[config.mk]
export PLATFORM = sky130hd
export DESIGN_NAME = cc_vec_sequencer
export DESIGN_NICKNAME = d
export VERILOG_FILES = /design/src/rtl/cc_seq_pkg.sv /design/src/rtl/cc_seq_datapath.sv /design/src/rtl/cc_seq_ctrl.sv /design/src/rtl/cc_vec_sequencer.sv
export SDC_FILE = /design/constraint.sdc
export NUM_CORES = 1
export LEC_CHECK = 0
export ABC_AREA = 1
export BUFFER_PORTS_ARGS = -buffer_cell sky130_fd_sc_hd__buf_4
export CORE_MARGIN = 4
export CORE_UTILIZATION = 39
export DETAILED_ROUTE_END_ITERATION = 16
export GPL_TIMING_DRIVEN = 1
export SLEW_MARGIN = 20
export SYNTH_ARGS = -nofsm -noshare
export SYNTH_HDL_FRONTEND = slang
export SYNTH_SLANG_ARGS = --single-unit
[constraint.sdc]
create_clock -name clk -period 4.5 [get_ports clk]
set_input_delay 1.35 -clock clk [delete_from_list [all_inputs] [get_ports clk]]
set_output_delay 1.35 -clock clk [all_outputs]
set_load 0.05 [all_outputs]
[src/rtl/cc_seq_pkg.sv]
package cc_seq_pkg;

  typedef enum logic [2:0] {
    OP_COPY   = 3'd0,
    OP_ZERO   = 3'd1,
    OP_AND    = 3'd2,
    OP_OR     = 3'd3,
    OP_XOR    = 3'd4,
    OP_NOT    = 3'd5,
    OP_CMP    = 3'd6,
    OP_SEARCH = 3'd7
  } ccOp_e;

  typedef enum logic [1:0] {
    ST_OK       = 2'd0,
    ST_EXC      = 2'd1,
    ST_FALLBACK = 2'd2
  } ccStatus_e;

  typedef enum logic [2:0] {
    S_IDLE, S_FETCH, S_KEY, S_ISSUE, S_DONE
  } seqState_e;

  localparam logic [1:0] EXC_NONE  = 2'd0;
  localparam logic [1:0] EXC_PAGE  = 2'd1;
  localparam logic [1:0] EXC_SIZE  = 2'd2;
  localparam logic [1:0] EXC_ALIGN = 2'd3;

  // strobes from control to datapath
  typedef struct packed {
    logic      latch;
    logic      setPresent;
    logic      bumpRetry;
    logic      setKey;
    logic      accum;
    logic      advance;
    logic      setStatus;
    ccStatus_e status;
  } seqStrobe_t;

  // operand use mask {D, B, A}
  function automatic logic [2:0] opUse(ccOp_e op);
    case (op)
      OP_COPY, OP_NOT:        return 3'b101;
      OP_ZERO:                return 3'b100;
      OP_AND, OP_OR, OP_XOR:  return 3'b111;
      default:                return 3'b011;
    endcase
  endfunction

  function automatic logic isReduce(ccOp_e op);
    return (op == OP_CMP) || (op == OP_SEARCH);
  endfunction

endpackage

[src/rtl/cc_seq_datapath.sv]
module cc_seq_datapath
  import cc_seq_pkg::*;
#(
  parameter int ADDR_W      = 32,
  parameter int WORDS_W     = 8,
  parameter int NUM_PART    = 4,
  parameter int RETRY_LIMIT = 2,
  parameter int RES_W       = 64
) (
  input  logic               clk,
  input  logic               rstN,
  input  seqStrobe_t         stb,
  input  logic [2:0]         insOp,
  input  logic [ADDR_W-1:0]  insSrcA,
  input  logic [ADDR_W-1:0]  insSrcB,
  input  logic [ADDR_W-1:0]  insDst,
  input  logic [WORDS_W-1:0] insWords,
  input  logic [7:0]         cmdMatch,
  output logic [1:0]         excCode,
  output logic               allPresent,
  output logic               lastOp,
  output logic               needKey,
  output logic               retryLast,
  output logic [1:0]         fetchSel,
  output logic [ADDR_W-1:0]  fetchAddr,
  output logic [2:0]         cmdOp,
  output logic               cmdNear,
  output logic [3:0]         cmdWords,
  output logic [ADDR_W-1:0]  cmdAddrA,
  output logic [ADDR_W-1:0]  cmdAddrB,
  output logic [ADDR_W-1:0]  cmdAddrD,
  output logic [1:0]         doneStatus,
  output logic [1:0]         doneExc,
  output logic [RES_W-1:0]   doneResult
);
  localparam int BLK_W     = 6;
  localparam int WPB       = 8;
  localparam int WPB_W     = 3;
  localparam int PAGE_W    = 12;
  localparam int PART_W    = $clog2(NUM_PART);
  localparam int OPS_W     = WORDS_W - WPB_W + 1;
  localparam int CNT_W     = WORDS_W + 1;
  localparam int RETRY_W   = $clog2(RETRY_LIMIT + 1);
  localparam int SUM_W     = PAGE_W + WORDS_W + 4;
  localparam int RES_IDX_W = $clog2(RES_W / WPB);
  localparam int KEY_BYTES = 64;

  function automatic logic pageCross(input logic [PAGE_W-1:0] off,
                                     input logic [SUM_W-1:0] bytes);
    logic [SUM_W-1:0] lastByte;
    lastByte = SUM_W'(off) + bytes - SUM_W'(1);
    return |lastByte[SUM_W-1:PAGE_W];
  endfunction

  // instruction entry
  ccOp_e                curOp;
  logic [ADDR_W-1:0]    baseA, baseB, baseD;
  logic [WORDS_W-1:0]   words;
  logic [OPS_W-1:0]     nextOp;     // next operation to build; equals ops completed
  logic [RES_W-1:0]     result;
  ccStatus_e            status;
  logic [1:0]           excReg;
  logic                 near;
  logic [RETRY_W-1:0]   retryCnt;
  logic [NUM_PART-1:0]  keyTab;
  // operation entry
  logic [2:0]           present;

  // screening of the offered instruction
  ccOp_e      inOp;
  logic [2:0] inUse, locUse;
  logic       sizeBad, alignBad, pageBad, nearIn;
  logic [SUM_W-1:0] insBytes, keyBytes;

  assign inOp     = ccOp_e'(insOp);
  assign inUse    = opUse(inOp);
  assign insBytes = SUM_W'({insWords, 3'b000});
  assign keyBytes = (inOp == OP_SEARCH) ? SUM_W'(KEY_BYTES) : insBytes;
  assign sizeBad  = (insWords == '0) ||
                    (isReduce(inOp) && ({1'b0, insWords} > CNT_W'(RES_W)));
  assign alignBad = (inUse[0] && (insSrcA[BLK_W-1:0] != '0)) ||
                    (inUse[1] && (insSrcB[BLK_W-1:0] != '0)) ||
                    (inUse[2] && (insDst[BLK_W-1:0]  != '0));
  assign pageBad  = (inUse[0] && pageCross(insSrcA[PAGE_W-1:0], insBytes)) ||
                    (inUse[1] && pageCross(insSrcB[PAGE_W-1:0], keyBytes)) ||
                    (inUse[2] && pageCross(insDst[PAGE_W-1:0],  insBytes));
  assign excCode  = sizeBad ? EXC_SIZE : alignBad ? EXC_ALIGN :
                    pageBad ? EXC_PAGE : EXC_NONE;

  assign locUse = inUse & ~{1'b0, inOp == OP_SEARCH, 1'b0};
  assign nearIn = (locUse[0] && locUse[1] && (insSrcA[PAGE_W-1:0] != insSrcB[PAGE_W-1:0])) ||
                  (locUse[0] && locUse[2] && (insSrcA[PAGE_W-1:0] != insDst[PAGE_W-1:0]))  ||
                  (locUse[1] && locUse[2] && (insSrcB[PAGE_W-1:0] != insDst[PAGE_W-1:0]));

  // current operation
  logic [ADDR_W-1:0]  opOff;
  logic [CNT_W-1:0]   remaining;
  logic [2:0]         missing, selHot;
  logic [WPB-1:0]     wordMask;
  logic [PART_W-1:0]  part;

  assign opOff     = ADDR_W'({nextOp, {BLK_W{1'b0}}});
  assign cmdAddrA  = baseA + opOff;
  assign cmdAddrB  = (curOp == OP_SEARCH) ? baseB : baseB + opOff;
  assign cmdAddrD  = baseD + opOff;
  assign remaining = {1'b0, words} - CNT_W'({nextOp, {WPB_W{1'b0}}});
  assign lastOp    = remaining <= CNT_W'(WPB);
  assign cmdWords  = lastOp ? remaining[WPB_W:0] : 4'(WPB);
  assign missing   = opUse(curOp) & ~present;
  assign allPresent = (missing == 3'b000);
  assign part      = cmdAddrA[BLK_W +: PART_W];
  assign needKey   = (curOp == OP_SEARCH) && !keyTab[part];
  assign retryLast = retryCnt == RETRY_W'(RETRY_LIMIT - 1);

  always_comb begin
    if (missing[0])      fetchSel = 2'd0;
    else if (missing[1]) fetchSel = 2'd1;
    else                 fetchSel = 2'd2;
    selHot = 3'b001 << fetchSel;
    case (fetchSel)
      2'd0:    fetchAddr = cmdAddrA;
      2'd1:    fetchAddr = cmdAddrB;
      default: fetchAddr = cmdAddrD;
    endcase
    for (int j = 0; j < WPB; j++) wordMask[j] = 4'(j) < cmdWords;
  end

  always_ff @(posedge clk or negedge rstN) begin
    if (!rstN) begin
      curOp <= OP_COPY; baseA <= '0; baseB <= '0; baseD <= '0; words <= '0;
      nextOp <= '0; result <= '0; status <= ST_OK; excReg <= EXC_NONE;
      near <= 1'b0; retryCnt <= '0; keyTab <= '0; present <= '0;
    end else begin
      if (stb.latch) begin
        curOp <= inOp; baseA <= insSrcA; baseB <= insSrcB; baseD <= insDst;
        words <= insWords; nextOp <= '0; result <= '0; status <= ST_OK;
        excReg <= excCode; near <= nearIn; retryCnt <= '0; keyTab <= '0;
        present <= '0;
      end
      if (stb.setStatus)  status <= stb.status;
      if (stb.setPresent) present <= present | selHot;
      if (stb.bumpRetry) begin
        present  <= '0;
        retryCnt <= retryCnt + 1'b1;
      end
      if (stb.setKey) keyTab[part] <= 1'b1;
      if (stb.accum && isReduce(curOp))
        result[{nextOp[RES_IDX_W-1:0], {WPB_W{1'b0}}} +: WPB] <= cmdMatch & wordMask;
      if (stb.advance) begin
        nextOp  <= nextOp + 1'b1;
        present <= '0;
      end
    end
  end

  assign cmdOp      = curOp;
  assign cmdNear    = near;
  assign doneStatus = status;
  assign doneExc    = excReg;
  assign doneResult = result;

endmodule

[src/rtl/cc_seq_ctrl.sv]
module cc_seq_ctrl
  import cc_seq_pkg::*;
(
  input  logic       clk,
  input  logic       rstN,
  input  logic       insValid,
  input  logic       fetchAck,
  input  logic       lockLost,
  input  logic       cmdAck,
  input  logic [1:0] excCode,
  input  logic       allPresent,
  input  logic       lastOp,
  input  logic       needKey,
  input  logic       retryLast,
  output seqStrobe_t stb,
  output logic       insReady,
  output logic       fetchValid,
  output logic       cmdValid,
  output logic       cmdKeyCopy,
  output logic       doneValid
);
  seqState_e state, nextState;

  always_ff @(posedge clk or negedge rstN) begin
    if (!rstN) state <= S_IDLE;
    else       state <= nextState;
  end

  always_comb begin
    stb       = '0;
    nextState = state;
    case (state)
      S_IDLE: if (insValid) begin
        stb.latch = 1'b1;
        if (excCode != EXC_NONE) begin
          stb.setStatus = 1'b1;
          stb.status    = ST_EXC;
          nextState     = S_DONE;
        end else begin
          nextState = S_FETCH;
        end
      end
      S_FETCH: begin
        if (lockLost) begin
          stb.bumpRetry = 1'b1;
          if (retryLast) begin
            stb.setStatus = 1'b1;
            stb.status    = ST_FALLBACK;
            nextState     = S_DONE;
          end
        end else if (allPresent) begin
          nextState = needKey ? S_KEY : S_ISSUE;
        end else if (fetchAck) begin
          stb.setPresent = 1'b1;
        end
      end
      S_KEY: if (cmdAck) begin
        stb.setKey = 1'b1;
        nextState  = S_ISSUE;
      end
      S_ISSUE: if (cmdAck) begin
        stb.accum = 1'b1;
        if (lastOp) nextState = S_DONE;
        else begin
          stb.advance = 1'b1;
          nextState   = S_FETCH;
        end
      end
      default: nextState = S_IDLE;
    endcase
  end

  assign insReady   = (state == S_IDLE);
  assign fetchValid = (state == S_FETCH) && !allPresent;
  assign cmdValid   = (state == S_KEY) || (state == S_ISSUE);
  assign cmdKeyCopy = (state == S_KEY);
  assign doneValid  = (state == S_DONE);

endmodule

[src/rtl/cc_vec_sequencer.sv]
module cc_vec_sequencer
  import cc_seq_pkg::*;
#(
  parameter int ADDR_W      = 32,
  parameter int WORDS_W     = 8,
  parameter int NUM_PART    = 4,
  parameter int RETRY_LIMIT = 2
) (
  input  logic               clk,
  input  logic               rstN,
  input  logic               insValid,
  output logic               insReady,
  input  logic [2:0]         insOp,
  input  logic [ADDR_W-1:0]  insSrcA,
  input  logic [ADDR_W-1:0]  insSrcB,
  input  logic [ADDR_W-1:0]  insDst,
  input  logic [WORDS_W-1:0] insWords,
  output logic               fetchValid,
  output logic [1:0]         fetchSel,
  output logic [ADDR_W-1:0]  fetchAddr,
  input  logic               fetchAck,
  input  logic               lockLost,
  output logic               cmdValid,
  output logic               cmdKeyCopy,
  output logic [2:0]         cmdOp,
  output logic               cmdNear,
  output logic [3:0]         cmdWords,
  output logic [ADDR_W-1:0]  cmdAddrA,
  output logic [ADDR_W-1:0]  cmdAddrB,
  output logic [ADDR_W-1:0]  cmdAddrD,
  input  logic               cmdAck,
  input  logic [7:0]         cmdMatch,
  output logic               doneValid,
  output logic [1:0]         doneStatus,
  output logic [1:0]         doneExc,
  output logic [63:0]        doneResult
);
  seqStrobe_t stb;
  logic [1:0] excCode;
  logic       allPresent, lastOp, needKey, retryLast;

  cc_seq_ctrl u_ctrl (
    .clk, .rstN, .insValid, .fetchAck, .lockLost, .cmdAck, .excCode,
    .allPresent, .lastOp, .needKey, .retryLast, .stb, .insReady,
    .fetchValid, .cmdValid, .cmdKeyCopy, .doneValid
  );

  cc_seq_datapath #(
    .ADDR_W(ADDR_W), .WORDS_W(WORDS_W), .NUM_PART(NUM_PART),
    .RETRY_LIMIT(RETRY_LIMIT), .RES_W(64)
  ) u_dp (
    .clk, .rstN, .stb, .insOp, .insSrcA, .insSrcB, .insDst, .insWords,
    .cmdMatch, .excCode, .allPresent, .lastOp, .needKey, .retryLast,
    .fetchSel, .fetchAddr, .cmdOp, .cmdNear, .cmdWords, .cmdAddrA,
    .cmdAddrB, .cmdAddrD, .doneStatus, .doneExc, .doneResult
  );

endmodule

==> key figures <==
Min path
  • HP Class: reg2reg

Floorplan
  • Num rows: 67
  • Core area: 33700 µm²
  • Ports: 332
  • Die footprint: 37300 µm²
  • DIE WIDTH: 193 µm
  • Die height: 193 µm
  • Initial core utilization: 0.397

Pwr
  • Reg power frac: 0.236
  • Pwr Density: 691 nW/µm²
  • Leakage power: 8.97 nW
  • Clock share of power: 0.137
  • Peak supply drop: 0.445 mV
  • Switch share: 0.566
  • Comb pwr share: 0.627
  • Pint: 5.17 mW
  • Psw: 6.75 mW

Clock network
  • Insertion delay to the later sink of the worst-skew pair: 0.46 ns
  • Root Driver: clkbuf_16
  • CTS tree: yes
  • Max Root-Sink Buffers: 2
  • CTS HTree Levels: 4
  • Clock transition at path regs: 0.08 ns
  • Cts hold-fix bufs: 0
  • TritonCTS buffer count: 17
  • Sink Count: 194

Route
  • Routed vias/inst: 5.17
  • Detail Route met3 WL: 3.00 mm
  • DRT Pass-1 Iters: 6
  • Post-Route WL: 48.3 mm
  • Post-route DRC violation count: 0
  • Top Layer Used: met5
  • Metal2 WL: 21.9 mm
  • Via count: 13636
  • Routed Antenna Nets: 0
  • Wire length on met1: 22.2 mm
  • DR WL/cell: 18.3 µm
  • Initial DRC Count: 1181

Logic synthesis
  • Top FF cell, synth: dfrtp_1
  • Synth warn: 0
  • Synth Register Bits: 194
  • Synth Cell Area: 13400 µm²
  • Seq/Total Area, Yosys: 0.363
  • Syn avg cell area: 7.11 µm²
  • Post-synthesis async set-or-reset flop share: 1.00
  • Post-synthesis cell count: 1879
  • Distinct cells, synth: 49
  • Number of synthesized flops with an enable pin: 0
  • Synth Net Count: 2071

Timing
  • # setup viols final: 0
  • Hold Violations, Final: 0
  • Slew @ Worst Pin: 0.821 ns
  • Clock skew: 0.0126 ns
  • Max Clk Rate: 227 MHz
  • Fin crit period: 4.41 ns
  • Max_slew headroom: 0.447
  • Final setup margin: 0.0913 ns
  • RSZ-0062 raised after global routing: true
  • Pins Over Slew Limit: 0
  • Final Cycle Share: 0.980

Setup path
  • CP Cell Sequence: ha_2 > a21oi_1 > o22ai_1 > a21oi_1 > nor2_2 > nand2_2 > inv_1 > nand2_1 > nor2_2 > xor2_1 > nand2_1 > o211ai_1 > buf_4
  • Crit Path Max Fanout: 6
  • Worst Path Arrival: 3.06 ns
  • CP peak stage delay: 0.48 ns
  • Worst Setup Start Kind: flop
  • Type of the worst setup path: reg2out
  • Crit. End Element: output pin
  • Required @ worst endpoint: 3.15 ns
  • Slowest CP cell: dfrtp_2

Placed design
  • Placer Congestion: 0.921
  • Port bufs: 331
  • Placed Cells incl. Taps: 2596
  • Dpl hpwl: 38.1 mm
  • Pre-CTS setup slack: 0.383 ns

Status
  • Status: completed

Job
  • MaxCap Viol Count: 0

GRT
  • Initial antenna violation count: 2
  • Largest net degree at the start of global routing: 132
  • Gr ovfl total: 0
  • First-pass GRT wire length: 73.4 mm
  • GR Util All Layers: 0.253
  • Vias in the first global route: 12899

Finish
  • P&R area growth vs syn: 29.1%
  • Antenna diode count: 0
  • Fraction of layout cells with a size suffix above 1: 0.218
  • Post-layout util: 0.512
  • Final net count: 2369
  • Cell Count, Final, Fillers Out: 2638
## cell type report
cell class / instances / area [µm²]
Fill cell: 3391 / 16500
Multi-Input combinational cell: 1377 / 7590
Sequential cell: 194 / 4860
Timing Repair Buffer: 353 / 2740
Inverter: 234 / 881
Tap cell: 448 / 561
Clock buffer: 17 / 425
Clock inverter: 15 / 190
## power groups by stage
stage | clock network [mW] | registers (mW) | logic, mW
3_5_place_dp | 0 | 2.81 | 7.37
5_1_grt | 1.73 | 2.90 | 7.99
6_report | 1.63 | 2.82 | 7.47
4_1_cts | 1.67 | 2.79 | 7.40
3_3_place_gp | 0 | 2.81 | 7.33
2_1_floorplan | 0 | 2.76 | 5.07
## metrics by stage
stage	instance area (µm²)	TNS [ns]	hold slack, ns	power (mW)
finish	17200	0	0.486	11.9
global route	17200	-0.0947	0.519	12.6
CTS	17000	0	0.489	11.9
detailed placement	16300	0	0.467	10.2
global placement	16300	0	0.463	10.1
floorplan	13400	-0.0866	0.446	7.83
## layer usage
| metal | vias to the layer above | GRT usage |
|---|---|---|
| li1 | 6652 | - |
| met1 | 6470 | 0.373 |
| met2 | 451 | 0.390 |
| met3 | 61 | 0.0351 |
| met4 | 2 | 0.0711 |
| met5 | - | 0 |
## path summary, 6_finish.rpt
path	depth (start not counted)	start	to	slack [ns]
setup / recovery	13	u_dp.nextOp[4]	fetchAddr[21]	0.09
hold / removal	2	u_dp.doneStatus[1]	u_dp.doneStatus[1]	0.49
setup reg to reg	7	u_dp.nextOp[0]	u_dp.doneResult[11]	1.29
hold reg to reg	2	u_dp.doneStatus[1]	u_dp.doneStatus[1]	0.49
max in group asynchronous	2	rstN	u_dp.baseA[24]	2.79
min in group asynchronous	1	rstN	u_dp.doneResult[13]	0.91
## logic make-up (layout without fill, tap and decap cells)
family | after synthesis | after routing | share of synthesized area
adders and majority gates | 71 | 71 | 0.0693
and+or+nand+nor | 999 | 999 | 0.325
buffers and inverters | 308 | 619 | 0.0929
AOI/OAI and AO/OA | 223 | 223 | 0.0947
DFF | 194 | 194 | 0.363
xor gates and xnor gates | 84 | 84 | 0.0551
## state kept, by name, summed over array words and instances, names as in the netlist
signal,count
u_dp.retryCnt,2
u_dp.keyTab,4
u_ctrl.state,3
u_dp.nextOp,6
u_dp.present,3
u_dp.baseA,32
u_dp.cmdOp,3
u_dp.cmdNear,1
u_dp.doneStatus,2
u_dp.doneResult,64
u_dp.baseB,32
u_dp.baseD,32
u_dp.doneExc,2
u_dp.words,8
## worst max-delay path: cells and delay by family (launching register included)
| family | cells | cell delay (ns) |
|---|---|---|
| AOI/OAI and AO/OA | 4 | 0.72 |
| and+or+nand+nor | 5 | 0.49 |
| DFF | 1 | 0.48 |
| adders and majority gates | 1 | 0.37 |
| buffers and inverters | 2 | 0.29 |
| xor gates and xnor gates | 1 | 0.26 |
## Yosys cell counts (6+ instances only)
cell type | instances | share of area
a21oi_1 | 46 | 0.017
buf_2 | 13 | 0.0049
buf_4 | 18 | 0.010
clkbuf_1 | 39 | 0.011
dfrtp_1 | 194 | 0.36
ha_1 | 66 | 0.062
inv_1 | 227 | 0.064
nand2_1 | 597 | 0.17
nand2_2 | 6 | 0.0028
nand3_1 | 186 | 0.070
nand3_2 | 7 | 0.0052
nand3b_1 | 6 | 0.0034
nand4_1 | 27 | 0.013
nor2_1 | 103 | 0.029
nor2_2 | 10 | 0.0047
nor3_1 | 26 | 0.0097
nor4_1 | 15 | 0.0070
o211ai_1 | 17 | 0.0096
o21ai_0 | 104 | 0.039
o21ai_1 | 15 | 0.0056
o22ai_1 | 9 | 0.0042
o31ai_1 | 11 | 0.0062
xnor2_1 | 29 | 0.019
xor2_1 | 55 | 0.036
## layout by cell type, fill, tap and decap left out, drive strengths merged, types with 33 or more instances in the layout
cell   Yosys  final
a21oi     47     47
buf       34    352
dfrtp    194    194
ha        66     66
inv      232    239
nand2    603    603
nand3    193    193
nor2     116    116
nor3      33     33
o21ai    121    121
xor2      55     55
## what timing repair did
| action | 4_1_cts | 5_1_grt |
|---|---|---|
| resized for setup | 8 | 39 |
| pin swaps | 1 | 13 |
| gates cloned | 0 | 0 |
| setup endpoints to repair | 10 | 26 |
| setup buffers | 1 | 9 |
Note: power is estimated with default switching activity, not from simulation.
